`src/rtl/zu_pkg.sv`:
```
package zu_pkg;
  localparam logic [5:0] OPC_MAJOR = 6'd19;
  localparam logic [4:0] XO_ZIP    = 5'd12;
  localparam logic [4:0] XO_UNZIP  = 5'd13;

  typedef enum logic [1:0] {
    SAT_NONE = 2'd0,
    SAT_UNS  = 2'd1,
    SAT_SGN  = 2'd2,
    SAT_RSVD = 2'd3
  } sat_e;

  typedef enum logic [1:0] {
    ST_IDLE = 2'd0,
    ST_BUSY = 2'd1,
    ST_DONE = 2'd2
  } state_e;

  typedef struct packed {
    logic            legal;
    logic            unzip;
    logic [1:0]      nsrc;
    logic [4:0]      rt;
    logic [2:0][4:0] base;
  } op_t;
endpackage

```
`src/rtl/zu_decode.sv`:
```
module zu_decode
  import zu_pkg::*;
(
  input  logic [31:0] instr_i,
  output op_t         op_o
);
  logic [5:0] f_opc;
  logic [4:0] f_rt, f_rc, f_rb, f_ra, f_xo;
  logic       unused_flag;

  assign f_opc       = instr_i[5:0];
  assign f_rt        = instr_i[10:6];
  assign f_rc        = instr_i[15:11];
  assign f_rb        = instr_i[20:16];
  assign f_ra        = instr_i[25:21];
  assign f_xo        = instr_i[30:26];
  assign unused_flag = instr_i[31];

  always_comb begin
    op_o       = '0;
    op_o.rt    = f_rt;
    op_o.unzip = (f_xo == XO_UNZIP);
    op_o.legal = (f_opc == OPC_MAJOR) && ((f_xo == XO_ZIP) || (f_xo == XO_UNZIP));
    if (f_rb == 5'd0) begin
      // single slot: only C is used
      op_o.nsrc    = 2'd1;
      op_o.base[0] = f_rc;
    end else begin
      op_o.base[0] = f_rb;
      op_o.base[1] = f_rc;
      op_o.base[2] = f_ra;
      op_o.nsrc    = (f_ra == 5'd0) ? 2'd2 : 2'd3;
    end
  end
endmodule

```
`src/rtl/zu_seq.sv`:
```
module zu_seq
  import zu_pkg::*;
#(
  parameter int RF_AW = 7,
  parameter int VL_W  = 4
) (
  input  logic             clk_i,
  input  logic             rst_ni,
  input  logic             start_i,
  input  op_t              op_i,
  input  logic [VL_W-1:0]  vl_i,
  input  logic [1:0]       subvl_i,
  output logic             accept_o,
  output logic             busy_o,
  output logic             done_o,
  output logic             unzip_o,
  output logic [RF_AW-1:0] rd_addr_o,
  output logic [RF_AW-1:0] wr_addr_o
);
  typedef logic [RF_AW-1:0] addr_t;
  typedef logic [VL_W-1:0]  vl_t;

  state_e     st_q, st_d;
  op_t        op_q;
  vl_t        vl_q, i_q;
  logic [1:0] sub_q, s_q, j_q;
  addr_t      pack_q, row_q, slot_a;
  logic       go, j_wrap, s_wrap, last;

  assign accept_o = start_i && (st_q != ST_BUSY);
  assign go       = accept_o && op_i.legal && (vl_i != '0);
  assign j_wrap   = (j_q == sub_q);
  assign s_wrap   = (s_q == op_q.nsrc - 2'd1);
  assign last     = j_wrap && s_wrap && (i_q == vl_q - vl_t'(1));
  assign slot_a   = addr_t'(op_q.base[s_q]) + row_q + addr_t'(j_q);

  always_comb begin
    st_d = st_q;
    unique case (st_q)
      ST_BUSY: if (last) st_d = ST_DONE;
      default: begin
        if (accept_o)         st_d = go ? ST_BUSY : ST_DONE;
        else if (st_q != ST_IDLE) st_d = ST_IDLE;
      end
    endcase
  end

  always_ff @(posedge clk_i or negedge rst_ni) begin
    if (!rst_ni) begin
      st_q   <= ST_IDLE;
      op_q   <= '0;
      vl_q   <= '0;
      sub_q  <= '0;
      i_q    <= '0;
      s_q    <= '0;
      j_q    <= '0;
      pack_q <= '0;
      row_q  <= '0;
    end else begin
      st_q <= st_d;
      if (go) begin
        op_q   <= op_i;
        vl_q   <= vl_i;
        sub_q  <= subvl_i;
        i_q    <= '0;
        s_q    <= '0;
        j_q    <= '0;
        pack_q <= addr_t'(op_i.rt);
        row_q  <= '0;
      end else if (st_q == ST_BUSY) begin
        pack_q <= pack_q + addr_t'(1);
        if (j_wrap) begin
          j_q <= '0;
          if (s_wrap) begin
            s_q   <= '0;
            i_q   <= i_q + vl_t'(1);
            row_q <= row_q + addr_t'(sub_q) + addr_t'(1);
          end else begin
            s_q <= s_q + 2'd1;
          end
        end else begin
          j_q <= j_q + 2'd1;
        end
      end
    end
  end

  assign busy_o    = (st_q == ST_BUSY);
  assign done_o    = (st_q == ST_DONE);
  assign unzip_o   = op_q.unzip;
  assign rd_addr_o = op_q.unzip ? pack_q : slot_a;
  assign wr_addr_o = op_q.unzip ? slot_a : pack_q;
endmodule

```
`src/rtl/zu_conv.sv`:
```
module zu_conv
  import zu_pkg::*;
#(
  parameter int XLEN = 64
) (
  input  logic [XLEN-1:0] din_i,
  input  logic [1:0]      sew_i,
  input  logic [1:0]      dew_i,
  input  logic [1:0]      sat_i,
  output logic [XLEN-1:0] dout_o
);
  localparam int W = XLEN + 2;
  typedef logic signed [W-1:0] wide_t;

  int            sw, dw;
  logic [XLEN-1:0] smask, dmask, raw;
  wide_t         uval, sval, res, umax, smax, smin;

  always_comb begin
    sw = 8 << sew_i;
    if (sw > XLEN) sw = XLEN;
    dw = 8 << dew_i;
    if (dw > XLEN) dw = XLEN;
    smask = (sw >= XLEN) ? '1 : ((XLEN'(1) << sw) - XLEN'(1));
    dmask = (dw >= XLEN) ? '1 : ((XLEN'(1) << dw) - XLEN'(1));
    raw   = din_i & smask;
    uval  = wide_t'({2'b00, raw});
    sval  = raw[sw-1] ? (uval - (wide_t'(1) << sw)) : uval;
    umax  = (wide_t'(1) << dw) - wide_t'(1);
    smax  = (wide_t'(1) << (dw - 1)) - wide_t'(1);
    smin  = -(wide_t'(1) << (dw - 1));
    case (sat_e'(sat_i))
      SAT_UNS: res = (uval > umax) ? umax : uval;
      SAT_SGN: res = (sval > smax) ? smax : ((sval < smin) ? smin : sval);
      default: res = uval;
    endcase
    dout_o = res[XLEN-1:0] & dmask;
  end
endmodule

```
`src/rtl/zip_unzip_unit.sv`:
```
module zip_unzip_unit
  import zu_pkg::*;
#(
  parameter int XLEN  = 64,
  parameter int RF_AW = 7,
  parameter int VL_W  = 4
) (
  input  logic             clk_i,
  input  logic             rst_ni,
  input  logic             start_i,
  input  logic [31:0]      instr_i,
  input  logic [VL_W-1:0]  vl_i,
  input  logic [1:0]       subvl_i,
  input  logic [1:0]       src_ew_i,
  input  logic [1:0]       dst_ew_i,
  input  logic [1:0]       sat_mode_i,
  output logic             busy_o,
  output logic             done_o,
  output logic [RF_AW-1:0] rf_raddr_o,
  input  logic [XLEN-1:0]  rf_rdata_i,
  output logic             rf_we_o,
  output logic [RF_AW-1:0] rf_waddr_o,
  output logic [XLEN-1:0]  rf_wdata_o
);
  op_t        dec_op;
  logic       accept;
  logic       unzip_mode;
  logic [1:0] sew_q, dew_q, sat_q;

  zu_decode u_decode (
    .instr_i (instr_i),
    .op_o    (dec_op)
  );

  zu_seq #(.RF_AW(RF_AW), .VL_W(VL_W)) u_seq (
    .clk_i     (clk_i),
    .rst_ni    (rst_ni),
    .start_i   (start_i),
    .op_i      (dec_op),
    .vl_i      (vl_i),
    .subvl_i   (subvl_i),
    .accept_o  (accept),
    .busy_o    (busy_o),
    .done_o    (done_o),
    .unzip_o   (unzip_mode),
    .rd_addr_o (rf_raddr_o),
    .wr_addr_o (rf_waddr_o)
  );

  always_ff @(posedge clk_i or negedge rst_ni) begin
    if (!rst_ni) begin
      sew_q <= '0;
      dew_q <= '0;
      sat_q <= '0;
    end else if (accept) begin
      sew_q <= src_ew_i;
      dew_q <= dst_ew_i;
      sat_q <= sat_mode_i;
    end
  end

  zu_conv #(.XLEN(XLEN)) u_conv (
    .din_i  (rf_rdata_i),
    .sew_i  (sew_q),
    .dew_i  (dew_q),
    .sat_i  (sat_q),
    .dout_o (rf_wdata_o)
  );

  assign rf_we_o = busy_o;
endmodule

```
`config.mk`:
```
export PLATFORM = sky130hd
export DESIGN_NAME = zip_unzip_unit
export DESIGN_NICKNAME = d
export VERILOG_FILES = /design/src/rtl/zu_pkg.sv /design/src/rtl/zu_decode.sv /design/src/rtl/zu_seq.sv /design/src/rtl/zu_conv.sv /design/src/rtl/zip_unzip_unit.sv
export SDC_FILE = /design/constraint.sdc
export NUM_CORES = 1
export LEC_CHECK = 0
export ABC_CLOCK_PERIOD_IN_PS = 10550
export BUFFER_PORTS_ARGS = -buffer_cell sky130_fd_sc_hd__buf_2
export CAP_MARGIN = 0
export CORE_UTILIZATION = 45
export DETAILED_ROUTE_END_ITERATION = 10
export GPL_TIMING_DRIVEN = 0
export PLACE_DENSITY = 0.65
export SYNTH_ARGS = -nofsm -noshare
export SYNTH_HDL_FRONTEND = slang
export SYNTH_HIERARCHICAL = 1
export SYNTH_SLANG_ARGS = --single-unit
```
`constraint.sdc`:
```
create_clock -name clk_i -period 10.55 [get_ports clk_i]
set_clock_uncertainty 0.15 [all_clocks]
set_input_delay 0.5275 -clock clk_i [delete_from_list [all_inputs] [get_ports clk_i]]
set_output_delay 0.5275 -clock clk_i [all_outputs]
set_load 0.02 [all_outputs]
```
Yosys cells after proc, flatten, opt, wreduce, memory -nomap -nowiden
Index checks and enable logic that the tools add are counted.
- word-level logic and storage cells: 124
- memories: 0
- register bits after elaboration: 54
- output and inout port bits: 81
- latch bits: 0
- bits in read-only memories: 0
- bits in writable memories: 0
- input bits: 111
- order comparisons: 9
- mux-type cells: 42
- divide/modulo/power cells: 0
- bitwise operators: 2
- $mul: 0
- shift-type cells: 7
- add/sub/neg operators: 18
- reduce and logical (&&, ||, !) cells: 18
- equal/unequal tests: 12
- operators with widths (operator ; number):
    64-bit 2-to-1 mux ; 5
    1-bit by 32-bit << shifter with 66-bit output, first input constant ; 3
    66-bit by 2-bit subtractor with 66-bit output, second input constant ; 2
    64-bit AND ; 2
    64-bit case mux with 2 select lines ; 1
    1-bit by 32-bit << shifter with 64-bit output, first input constant ; 2
    64-bit by 1-bit subtractor with 64-bit output, second input constant ; 2
    65-bit by 66-bit greater-than comparator with 1-bit output ; 1
    66-bit greater-than comparator ; 1
    66-bit less-than comparator ; 1
    66-bit 2-to-1 mux ; 1
    66-bit negation ; 1
    65-bit by 66-bit subtractor with 66-bit output ; 1
    32-bit by 8-bit greater-or-equal comparator with 1-bit output, second input constant ; 2
    32-bit by 8-bit greater-than comparator with 1-bit output, second input constant ; 2
    32-bit 2-to-1 mux ; 2
    4-bit by 2-bit << shifter with 32-bit output, first input constant ; 2
    32-bit by 2-bit subtractor with 32-bit output, second input constant ; 2
    7-bit 2-to-1 mux ; 8
    32-bit by 8-bit less-than comparator with 1-bit output, second input constant ; 1
    2-bit 2-to-1 mux ; 13
    4-bit 2-to-1 mux ; 4
    7-bit by 1-bit adder with 7-bit output, second input constant ; 2
    7-bit by 2-bit adder with 7-bit output ; 2
    other kinds (26) ; 45

Longest topological paths before layout
- word-level depth: 16
- depth in mapped cells: 33
- depth with buffers taken out: 26

Cells and area by module
The synthesis kept the hierarchy.
- modules (own cells, without submodules) (module ; area an instance (µm²) ; cells each ; seq. area each (µm²) ; instances):
    zu_conv ; 9318.9 ; 1395 ; 0.0 ; 1
    zu_seq ; 2889.0 ; 328 ; 1201.2 ; 1
    zip_unzip_unit ; 259.0 ; 14 ; 150.1 ; 1
    zu_decode ; 257.7 ; 36 ; 0.0 ; 1

Worst setup path after synthesis
OpenSTA, ideal clock, no wires.
- path type: reg2out
- from: register sew_q[1]
- to: output port rf_wdata_o[39]
- data required time: 9.873 ns
- path buffers: 7
- arrival: 6.905 ns
- cell stages (with the launch flop): 29
- setup slack: 2.967 ns
- cell sequence: dfrtp_1 buf_2 and2_1 clkbuf_1 clkbuf_1 clkbuf_1 buf_1 clkbuf_1 nand2_1 inv_1 ha_1 o21ai_0 a21oi_1 nor4_1 o21ai_0 xnor2_1 ha_1 or4_1 or3_1 or3_1 a2111oi_0 nor2_1 a2111oi_2 nor3b_2 a21o_1 buf_4 a21oi_2 o221ai_1 a311oi_1
- longest elaborated chain between the ends: 16
- elaborated cells between the ends (all ways): 23
- those cells by class: 3 x add/sub; 5 x order compare; 3 x shift; 10 x mux; 2 x bitwise
- RTL lines (item ; line ; text):
    start: declaration ; zip_unzip_unit.sv:28 ; logic [1:0] sew_q, dew_q, sat_q;
    start signal: assignment ; zip_unzip_unit.sv:56 ; sew_q <= src_ew_i;
    4-bit by 2-bit << shifter with 32-bit output * ; zu_conv.sv:20 ; sw = 8 << sew_i;
    32-bit by 8-bit greater-than comparator with 1-bit output ; zu_conv.sv:21 ; if (sw > XLEN) sw = XLEN;
    32-bit 2-to-1 mux * ; zu_conv.sv:21 ;
    branches (longest 11 deep; another with 65-bit by 66-bit subtractor with 66-bit output) ; n/a ;
    64-bit case mux with 2 select lines * ; zu_conv.sv:32 ; case (sat_e'(sat_i))
    64-bit AND * ; zu_conv.sv:37 ; dout_o = res[XLEN-1:0] & dmask;
    end: declaration ; zip_unzip_unit.sv:23 ; output logic [XLEN-1:0] rf_wdata_o
Every way passes the cells marked *. The select of a mux whose other input is x is not followed.

Worst setup path after layout
- from: register sew_q[1]
- to: output port rf_wdata_o[34]
The elaborated chain is that of the path after synthesis.

==> impl_metrics.yaml <==
outcome:
  run_status: "completed"
timing:
  slew_violations: 0
  setup_viol: 0
  hold_violations: 0
  rsz0062_at_grt: "false"
  fmaxAchievable_ghz: 0.0968
  slew_headroom_pct: 18.3
  period_share_pct: 97.9
  tns_ps: 0
  min_period_ps: 10330
  worstMarginPinSlew_ps: 1230
clocking:
  cts_setup_buffers: 0
  clockBufferDepth: 2
  cts_root_buf: "clkbuf_16"
  cts_max_level: 2
  cts_made_buffers: 5
  clk_pin_slew_worst_paths_ps: 70
  numClockSinks: 54
  insertion_delay_ps: 290
  cts_tree: "done"
worst_setup_path:
  setup.worst_path.end_class: "output pin"
  crit_required_ps: 9870
  rrSetupSlack_ps: 8170
  worstRegToRegCells: 6
  cp.arrival_ps: 9650
  worstPathMaxFanout: 10
  cp-startpoint: "sew_q[1]"
  critPathMaxStageDelay_ps: 590
  timing.rr.start: "u_seq/st_q[0]"
  timing.rr.end: "u_seq/pack_q[5]"
  crit_end: "rf_wdata_o[34]"
  slowest_stage: "a211oi_1"
  critPathKind: "register to output pin"
  critPathLaunchType: "register"
floorplan:
  die_y_um: 170
  core_um2: 27800
  start_util_pct: 45.8
  rows: 61
  ios: 192
  dieArea_um2: 29000
  die_width_um: 170
layout:
  layout-drive-gt1-share_pct: 14.7
  fin_area_um2: 14400
  ff_latch_area_um2: 1350
  area_delta_synth_final_pct: 13.1
  multiInputGateArea_um2: 10500
  utilization_pct: 51.8
  final_nets: 2294
  fillers: 2870
logic_synthesis:
  yosysWarningCount: 6
  synthArstFlopShare_pct: 100
  synth_top_flop_cell: "dfrtp_1"
  yosysSeqAreaShare_pct: 10.6
  ys_ff_latch: 54
  synth_cell_types: 102
  synthCells: 1773
  syn_area_um2: 12700
  synth_edf_count: 0
  syn_area_per_cell_um2: 7.18
power:
  peakVddDrop_mv: 0.0623
  seq_power_share_pct: 31.1
  p_sw_mw: 0.243
  p_leak_nw: 7.08
  power_frac_comb_pct: 40.4
  p_total_mw: 0.665
  clock_power_share_pct: 28.5
  netSwitchingFraction_pct: 36.6
  power.internal_mw: 0.422
  pwr_density_cell_nw_per_um2: 46.2
hold_path:
  hold_path.class: "primary input to async pin"
place:
  place_hpwl_um: 40800
  post_dp_cell_area_um2: 14200
  gp_congestion: 1.00
  io_buffers: 182
detailed_routing:
  drc_errors: 0
  via_count: 14800
  drt_iter0_markers: 1410
  drt_wl_total_um: 50500
  postRouteAntennaNets: 0
  drt-vias-per-instance: 6.27
  avgRoutedWirePerCell_um: 21.5
  firstDrtPassIters: 6
flow_run:
  cap_violations: 0
global_routing:
  grt.total_usage_pct: 34.6
  grt_pass1_wl_um: 77900
  grt_overflow: 0
  grt_max_degree: 55
  antenna_found_initial: 3
  grt_pass1_vias: 13800
logic make-up (layout without fill, tap and decap cells):
| logic type | after synthesis | in the layout | synth area share [%] |
|---|---|---|---|
| xor+xnor | 56 | 56 | 3.91 |
| buf+inv | 232 | 422 | 7.43 |
| other cells | 2 | 17 | 0.0590 |
| compound gates | 556 | 556 | 30.0 |
| mux | 34 | 34 | 3.09 |
| flops | 54 | 54 | 10.6 |
| fa+ha+maj | 207 | 207 | 20.6 |
| simple gates | 632 | 632 | 24.3 |
metrics by stage:
step / hold WS [ps] / std cells / setup WS [ps]
5_1_grt: 197 / 2355 / 5.65
2_1_floorplan: 81.9 / 1786 / 2970
3_3_place_gp: 308 / 2346 / -60.6
4_1_cts: 279 / 2354 / 142
3_5_place_dp: 313 / 2347 / -97.3
6_report: 144 / 2356 / 218
what timing repair did:
action	4_1_cts	5_1_grt
hold buffers	0	0
gates resized for setup	2	7
cloned	0	0
pin swaps	0	1
endpoints found under the setup margin	54	64
power groups by stage:
stage                     sequential, mW  clock [mW]  combinational, mW
final                              0.207       0.190              0.269
after detailed placement           0.211           0              0.259
after global routing               0.207       0.200              0.291
after floorplan                    0.211           0              0.163
after global placement             0.211           0              0.256
after CTS                          0.207       0.194              0.260
metal layers:
metal	track usage [%]	wire [µm]
met2	57.3	23000
met3	5.49	4250
met4	12.6	1870
met5	0	11
met1	45.0	21500
cell usage after synthesis (all sizes together) (9+ instances only):
master   number  area, µm²
o211ai       14        110
clkbuf       70        263
or2          13       81.3
a21boi       13        105
inv         127        477
xnor2        45        402
buf          30        188
a21oi       174        886
xor2         11       96.3
mux2         18        229
nand2       250        938
a211oi       12       90.1
a31oi         9       86.3
and3         15       93.8
ha          203       2540
o2111ai       9       85.1
a21o         32        240
o21bai       17        128
o22ai        13       81.3
a221oi       19        166
o31ai        19        156
o21a         11       82.6
nor2        119        447
dfrtp        54       1350
a311oi       12        123
nor4         23        159
a31o         10       87.6
nand2b       18        113
nor2b        19        119
nor3         36        185
or3          17        111
nand3        27        140
o21ai        90        462
a2bb2oi      33        289
mux2i        16        164
or4          18        139
and2         10       65.1
nand4        35        219
area by class of cell:
cell class / instances / area share, %
multi-input cells: 1500 / 73.0
flip-flops and latches: 54 / 9.39
repair buffers: 183 / 6.49
inverters: 132 / 3.45
well taps: 378 / 3.29
plain buffers: 100 / 3.16
clock buffers: 6 / 0.965
clock inverters: 1 / 0.209
diodes: 2 / 0.0348
cells in the final DEF (no fill, tap or decap), types with 15 or more instances in the layout:
master     instances
nor2b_1           19
nor4_1            22
mux2i_1           15
and3_1            15
o21bai_1          17
a221oi_1          18
dfrtp_1           54
o21ai_0           88
nand4_1           35
inv_1            127
nand3_1           26
conb_1            15
clkbuf_1          68
or4_1             17
ha_1             203
a21o_1            32
nand2_1          249
nor2_1           119
a2bb2oi_1         33
buf_2            197
or3_1             16
a21oi_1          172
xnor2_1           44
nand2b_1          18
nor3_1            35
o31ai_1           18
worst max-delay path: cells and delay by family, from the launching register on:
kind                       cells  cell delay [ps]
DFF                            1              350
and+or+nand+nor               10             2360
buffers and inverters          9             2850
adders and majority gates      2              500
AOI/OAI and AO/OA             10             3270
flip-flops by register name, summed over array words and instances (netlist names):
name,cells
u_seq/row_q,7
dew_q,2
u_seq/sub_q,2
u_seq/pack_q,7
u_seq/i_q,4
u_seq/j_q,2
sew_q,2
u_seq/st_q,2
u_seq/vl_q,4
sat_q,2
u_seq/unzip_o,1
u_seq/op_q,17
u_seq/s_q,2
how the worst min path moves through the flow:
stage,startpoint,end,depth (start not counted)
after floorplan,rst_ni,dew_q[0],0
after global placement,u_seq/op_q[14],u_seq/op_q[14],2
after detailed placement,u_seq/op_q[10],u_seq/op_q[10],2
after CTS,subvl_i[1],u_seq/sub_q[1],3
after global routing,rst_ni,u_seq/op_q[14],1
final,rst_ni,u_seq/row_q[4],1
No activity file was read; power rests on OpenSTA's default activity.
